`config.mk`:
```
export PLATFORM = sky130hd
export DESIGN_NAME = adc_unit
export DESIGN_NICKNAME = d
export VERILOG_FILES = /design/src/rtl/adc_pkg.sv /design/src/rtl/adc_sum.sv /design/src/rtl/adc_flags.sv /design/src/rtl/adc_unit.sv
export SDC_FILE = /design/constraint.sdc
export NUM_CORES = 1
export LEC_CHECK = 0
export BUFFER_PORTS_ARGS = -buffer_cell sky130_fd_sc_hd__clkbuf_2
export CAP_MARGIN = 20
export CORE_AREA = 2 2 47 49
export CTS_CLUSTER_DIAMETER = 100
export DETAILED_ROUTE_END_ITERATION = 16
export DIE_AREA = 0 0 49 51
export PLACE_DENSITY = 0.75
export SLEW_MARGIN = 20
export SYNTH_ARGS = -nofsm -noshare
export SYNTH_HDL_FRONTEND = slang
export SYNTH_SLANG_ARGS = --single-unit
export TNS_END_PERCENT = 30
```
`constraint.sdc`:
```
create_clock -name clk_i -period 0.95 [get_ports clk_i]
set_input_delay 0.0475 -clock clk_i [delete_from_list [all_inputs] [get_ports clk_i]]
set_output_delay 0.0475 -clock clk_i [all_outputs]
set_load 0.02 [all_outputs]
```
`src/rtl/adc_pkg.sv`:
```
package adc_pkg;
  localparam int STAT_W = 8;
  localparam int FLAG_C = 0;
  localparam int FLAG_Z = 1;
  localparam int FLAG_V = 6;
  localparam int FLAG_N = 7;
  localparam logic [STAT_W-1:0] PASS_MASK = 8'h3C;

  typedef struct packed {
    logic n;
    logic v;
    logic z;
    logic c;
  } arith_flags_t;
endpackage

```
`src/rtl/adc_sum.sv`:
```
module adc_sum #(
  parameter int W = 8
) (
  input  logic [W-1:0] a_i,
  input  logic [W-1:0] b_i,
  input  logic         cin_i,
  output logic [W-1:0] sum_o,
  output logic         cout_o
);
  logic [W:0] carry;
  assign carry[0] = cin_i;

  for (genvar i = 0; i < W; i++) begin : g_bit
    logic prop;
    assign prop         = a_i[i] ^ b_i[i];
    assign sum_o[i]     = prop ^ carry[i];
    assign carry[i+1]   = (a_i[i] & b_i[i]) | (prop & carry[i]);
  end

  assign cout_o = carry[W];
endmodule

```
`src/rtl/adc_flags.sv`:
```
module adc_flags
  import adc_pkg::*;
#(
  parameter int W = 8
) (
  input  logic         a_msb_i,
  input  logic         b_msb_i,
  input  logic [W-1:0] res_i,
  input  logic         cout_i,
  output arith_flags_t flags_o
);
  logic res_msb;
  assign res_msb = res_i[W-1];

  always_comb begin
    flags_o.c = cout_i;
    flags_o.z = (res_i == '0);
    flags_o.n = res_msb;
    // signed overflow: like-signed inputs, result sign flipped
    flags_o.v = ~(a_msb_i ^ b_msb_i) & (a_msb_i ^ res_msb);
  end
endmodule

```
`src/rtl/adc_unit.sv`:
```
module adc_unit
  import adc_pkg::*;
#(
  parameter int W = 8
) (
  input  logic              clk_i,
  input  logic              rst_ni,
  input  logic              exec_i,
  input  logic [W-1:0]      acc_i,
  input  logic [W-1:0]      operand_i,
  input  logic [STAT_W-1:0] status_i,
  output logic [W-1:0]      acc_o,
  output logic [STAT_W-1:0] status_o
);
  logic [W-1:0]      sum;
  logic              cout;
  arith_flags_t      flags;
  logic [STAT_W-1:0] status_nxt;

  adc_sum #(.W(W)) u_sum (
    .a_i    (acc_i),
    .b_i    (operand_i),
    .cin_i  (status_i[FLAG_C]),
    .sum_o  (sum),
    .cout_o (cout)
  );

  adc_flags #(.W(W)) u_flags (
    .a_msb_i (acc_i[W-1]),
    .b_msb_i (operand_i[W-1]),
    .res_i   (sum),
    .cout_i  (cout),
    .flags_o (flags)
  );

  always_comb begin
    status_nxt         = status_i;
    status_nxt[FLAG_C] = flags.c;
    status_nxt[FLAG_Z] = flags.z;
    status_nxt[FLAG_V] = flags.v;
    status_nxt[FLAG_N] = flags.n;
  end

  always_ff @(posedge clk_i or negedge rst_ni) begin
    if (!rst_ni) begin
      acc_o    <= '0;
      status_o <= '0;
    end else if (exec_i) begin
      acc_o    <= sum;
      status_o <= status_nxt;
    end
  end
endmodule

```
==> impl_metrics.ini, run 1 <==
[final_layout]
multiInputGateArea_um2 = 430
seqCellArea_um2 = 375
fillers = 176
area_delta_synth_final_pct = 41.2
fin_nets = 139
diodes = 0
final_layout_size_suffix_gt1_share_pct = 68.6
layout_commonest_cell = clkbuf_2
final_cell_mix = clkbuf_2, dfrtp_1, mux2_4, fa_2, dlygate4sd3_1

[clock_network]
cts_setup_buffers = 0
clk_pin_slew_ns = 0.09
clock_sinks = 15
worstSkewPairLatency_ns = 0.28
cts_root_buffer = clkbuf_4
cts-buffers-inserted = 3
cts.htree.levels = 1
cts.path.max_buffers = 2
cts_tree = yes

[grt]
grt_max_degree = 17
grt.total_usage_pct = 14.1
grt_pass1_wl_mm = 2.53
grt_overflow = 0
antenna_found_initial = 0
first_global_vias = 569

[drt]
routed-wl-met3_um = 67
drt_iter0_markers = 5
vias = 589
wl_met1_um = 596
detail-route-antenna-nets = 0
drtPass1Iterations = 3
wire_per_inst_um = 11.7
highest_layer = met4
via_per_inst = 4.53
drc = 0
wl_met2_um = 835
wl_mm = 1.52

[placed_design]
dp_hpwl_mm = 1.21
dp_slack_ns = -2.73
gp_congestion = 0.624
portBuffers = 39

[power]
peakVddDrop_uv = 960
p_total_w = 0.00189
power_density_nw_per_um2 = 1600
cellLeakagePower_nw = 0.589

[logic_synthesis]
muxShareOfSynthArea_pct = 18.4
synth_top_family_by_area = adder cells
synth.distinct_cells = 18
synthesis.area_um2 = 838
seq_area_frac_synth_pct = 44.8
synth_seq_cells = 15
synth_warnings = 0
synth-xor-area-share_pct = 1.04
synth_area_leaders = dfrtp_1, fa_1, mux2_4
synth_cells = 53
synth_area_leader_cell = dfrtp_1
synth_compound_area_share_pct = 3.88
syn_area_per_cell_um2 = 15.8
synth_nets = 89
synthSimpleGateAreaFrac_pct = 4.63
synthAdderAreaFrac_pct = 20.6
netlist.area_leader.share_pct = 44.8

[worst_setup_path]
required_ns = 1.13
max_stage_delay_ns = 0.46
worst_path_max_delay_cell = fa_2
critPathTopFamily = adder cells
crit_chain = buf_6, fa_2, fa_2, fa_2, fa_2, fa_2, fa_2, fa_2, inv_2, fa_2, nor3b_1, a32o_1
cp_num_buf_inv = 2
startpoint_type = primary input
path_class = primary input to flop
cp-end-kind = flop
crit_arrival_ns = 3.52
worstPathMaxFanout = 3
crit_start = acc_i[0]
cp_common_cell = fa_2
reg2reg_from = acc_o[3]

[timing]
post-route-period-util_pct = 352
worst_slack_ns = -2.40
setup_viol = 10
slew_viol_final = 0
min_period_ns = 3.35
final.setup_skew_ns = 0
maxSlewHeadroom_pct = 76.1
rsz0062_at_grt = yes
worst_pin_slew_ns = 0.358
hold_viol = 0
clock.fmax_ghz = 0.299

[floorplan]
start_util_pct = 40.6
die_h_um = 51
ios = 43
die_w_um = 49
dieArea_um2 = 2500
coreArea_um2 = 2060
row_count = 17

[run]
drv_cap = 0

[outcome]
outcome = finished, violations left
violations = setup timing

[hold_path]
holdCritPathClass = primary input to flop
holdCritStartpoint = operand_i[7]
[path summary, 6_finish.rpt]
check | slack, ns | endpoint | cells after the start
max | -2.40 | status_o[1] | 12
min | 0.16 | status_o[6] | 4
max reg2reg | 0.17 | acc_o[3] | 1
min reg2reg | 0.50 | status_o[0] | 2
max in group asynchronous | 0.49 | status_o[0] | 2
min in group asynchronous | 0.20 | acc_o[2] | 2
[synth_stat cells]
library cell,count
a32o_1,1
buf_12,1
buf_4,1
buf_6,1
dfrtp_1,15
fa_1,8
ha_1,1
inv_1,3
inv_4,1
mux2_2,3
mux2_4,8
nand2b_1,3
nor2b_1,1
nor3b_1,1
nor4_1,1
o21ai_0,2
o31ai_2,1
xor2_1,1
[registers in the layout, summed over array words and instances (netlist names)]
register	count
acc_o	8
status_o	7
[through the flow]
stage | cells | setup TNS, ns | cell area, um^2 | util, % | hold slack, ns
after global routing | 130 | -14.89 | 1180 | 57.4 | 0.153
after detailed placement | 121 | -18.10 | 1090 | 52.8 | -0.0226
final | 130 | -14.68 | 1180 | 57.4 | 0.155
after global placement | 121 | -17.49 | 1090 | 52.8 | -0.0168
after floorplan | 53 | -15.95 | 856 | - | -0.248
after CTS | 130 | -14.85 | 1170 | 56.9 | 0.147
[report_power, final]
group          internal, W  switching [W]
logic             0.000363       0.000361
registers         0.000747      0.0000612
clock network     0.000156       0.000203
total              0.00127       0.000624
[area by class of cell]
cell class                 count  share of cell area, %
multi-input combinational     31                   36.4
sequential                    15                   31.7
timing repair buffer          48                   25.2
tap                           28                   2.96
clock buffer                   3                   1.90
inverter                       4                   1.48
clock inverter                 1                  0.423
[kinds of logic after synthesis]
logic type,after synthesis
buffers and inverters,7
muxes,11
and+or+nand+nor,6
xor gates and xnor gates,1
AOI/OAI and AO/OA,4
adders and majority gates,9
DFF,15
[metal layers]
metal / global-route usage (%) / vias to the layer above
li1: - / 277
met3: 5.26 / 2
met4: 7.14 / 0
met1: 17.0 / 294
met5: 0 / -
met2: 22.1 / 16
[timing repair]
item / 4_1_cts / 5_1_grt
setup endpoints to repair: 10 / 10
resized for setup: 3 / 4
hold buffers: 5 / 0
pin swaps: 2 / 1
hold endpoints to repair: 19 / 0
No activity file was read; power rests on OpenSTA's default activity.
==> inputs of run 2 (changes only) <==
==> constraint.sdc (replaced) <==
create_clock -name clk_i -period 0.95 [get_ports clk_i]
set_input_delay 0.095 -clock clk_i [delete_from_list [all_inputs] [get_ports clk_i]]
set_output_delay 0.095 -clock clk_i [all_outputs]
set_load 0.02 [all_outputs]
==> run 2 against run 1 <==
Compared with the run above: the flow still finishes with violations (setup timing); clock-buffer cell count rose by 1; first-iteration DRC count rose by 80%; critical path depth did not move; highest routed layer unchanged; worst hold slack got worse by 0.11 ns; cell area fell by 1.7%; clock power barely moved; global-route usage rose by 0.91 points.
==> impl_metrics.ini, run 2 (synthesis gave the netlist of run 1 again) <==
[final_layout]
area_delta_synth_final_pct = 38.8
largest_registers = acc_o x8, status_o x7
seqCellArea_um2 = 375
fillers = 188
final_cell_mix = clkbuf_2, dfrtp_1, mux2_4, fa_2, buf_2
finalInstanceArea_um2 = 1160
fin_nets = 136
diodes = 0
final_cells = 127
layout_commonest_cell = clkbuf_2
final_layout_size_suffix_gt1_share_pct = 71.7
multiInputGateArea_um2 = 434
largest_reg_flops = 8
largest-register = acc_o

[clock_network]
cts.htree.levels = 1
clk_pin_slew_ns = 0.09
cts_root_buffer = clkbuf_4
cts-buffers-inserted = 3
cts.path.max_buffers = 2
clock_sinks = 15
worstSkewPairLatency_ns = 0.28
cts_tree = yes

[grt]
grt.total_usage_pct = 15.0
grt_pass1_wl_mm = 2.70
first_global_vias = 594
grt_max_degree = 17
grt_overflow = 0
antenna_found_initial = 0

[power]
peakVddDrop_uv = 1070
cellLeakagePower_nw = 0.579
p_total_w = 0.00194
power_density_nw_per_um2 = 1670

[worst_setup_path]
worst-r2r-cell-count = 1
path_class = primary input to flop
reg2reg_from = acc_o[5]
cp_num_buf_inv = 2
cp.depth = 12
worst_path_max_delay_cell = fa_2
critPathTopFamily = adder cells
startpoint_type = primary input
required_ns = 1.12
cp-end-kind = flop
cp_common_cell = fa_2
crit_start = acc_i[0]
crit_arrival_ns = 3.53
worstPathMaxFanout = 3
max_stage_delay_ns = 0.46
crit_chain = buf_6, fa_2, fa_2, fa_2, fa_2, fa_2, fa_2, fa_2, inv_2, fa_2, nor3b_1, a32o_1

[timing]
worst_slack_ns = -2.41
worst_pin_slew_ns = 0.370
slew_viol_final = 0
post-route-period-util_pct = 354
final.setup_skew_ns = 0
min_period_ns = 3.36
rsz0062_at_grt = yes
clock.fmax_ghz = 0.298
setup_viol = 10
maxSlewHeadroom_pct = 75.3
hold_viol = 0
hold_ws_ns = 0.0489

[floorplan]
die_h_um = 51
ios = 43
start_util_pct = 40.6
die_w_um = 49
row_count = 17
dieArea_um2 = 2500
coreArea_um2 = 2060

[drt]
vias = 595
drtPass1Iterations = 4
wl_mm = 1.72
detail-route-antenna-nets = 0
via_per_inst = 4.69
drc = 0
drt_iter0_markers = 9
wire_per_inst_um = 13.5

[placed_design]
postPlaceCellArea_um2 = 1090
placed_cells = 121
portBuffers = 39
gp_congestion = 0.623
dp_hpwl_mm = 1.31

[run]
drv_cap = 0

[hold_path]
holdCritPathClass = primary input to flop
hold_depth = 2
holdCritStartpoint = status_i[5]

[outcome]
violations = setup timing
outcome = finished, violations left
==> run 2: changes by cell type in the layout (fill, tap and decap cells not counted), sizes merged <==
| cell | previous run | this run |
|---|---|---|
| clkinv | 1 | 0 |
| buf | 5 | 14 |
| dlygate4sd3 | 5 | 1 |
| clkbuf | 41 | 34 |
==> run 2: worst paths after layout <==
path	endpoint	slack [ns]
worst min-delay path	status_o[5]	0.05
min in group asynchronous	acc_o[1]	0.25
worst min register to register	status_o[1]	0.51
max in group asynchronous	status_o[4]	0.43
worst max register to register	acc_o[5]	0.17
worst max-delay path	status_o[1]	-2.41
==> run 2: power by group <==
part | internal [W] | switching [W] | total, W
clock network | 0.000163 | 0.000194 | 0.000357
registers | 0.000747 | 0.0000672 | 0.000814
logic | 0.000390 | 0.000381 | 0.000771
==> run 2: routing by layer <==
layer	track usage (%)	wire, um	up-vias
met5	0	0	-
met4	7.14	20	0
met3	2.63	61	4
met2	26.5	958	18
met1	17.9	679	302
li1	-	-	271
==> run 2: metrics by stage <==
step	setup WS [ns]	setup TNS, ns	utilization (%)
2_1_floorplan	-2.54	-16.43	-
3_3_place_gp	-2.69	-18.01	52.8
3_5_place_dp	-2.76	-18.60	52.8
4_1_cts	-2.42	-15.17	54.8
5_1_grt	-2.46	-15.62	56.4
6_report	-2.41	-15.17	56.4
==> run 2: final cells by class <==
type,count,share of cell area (%)
repair buffers,45,23.7
flip-flops and latches,15,32.3
multi-input cells,31,37.3
inverters,4,1.51
clock buffers,4,2.26
well taps,28,3.01
==> run 2: what timing repair did <==
action                                 CTS  global route
endpoints found under the hold margin   15             0
setup endpoints to repair               13            24
hold buffers                             1             0
gates resized for setup                  2            17
buffers inserted                         0             1
pin swaps                                2             2
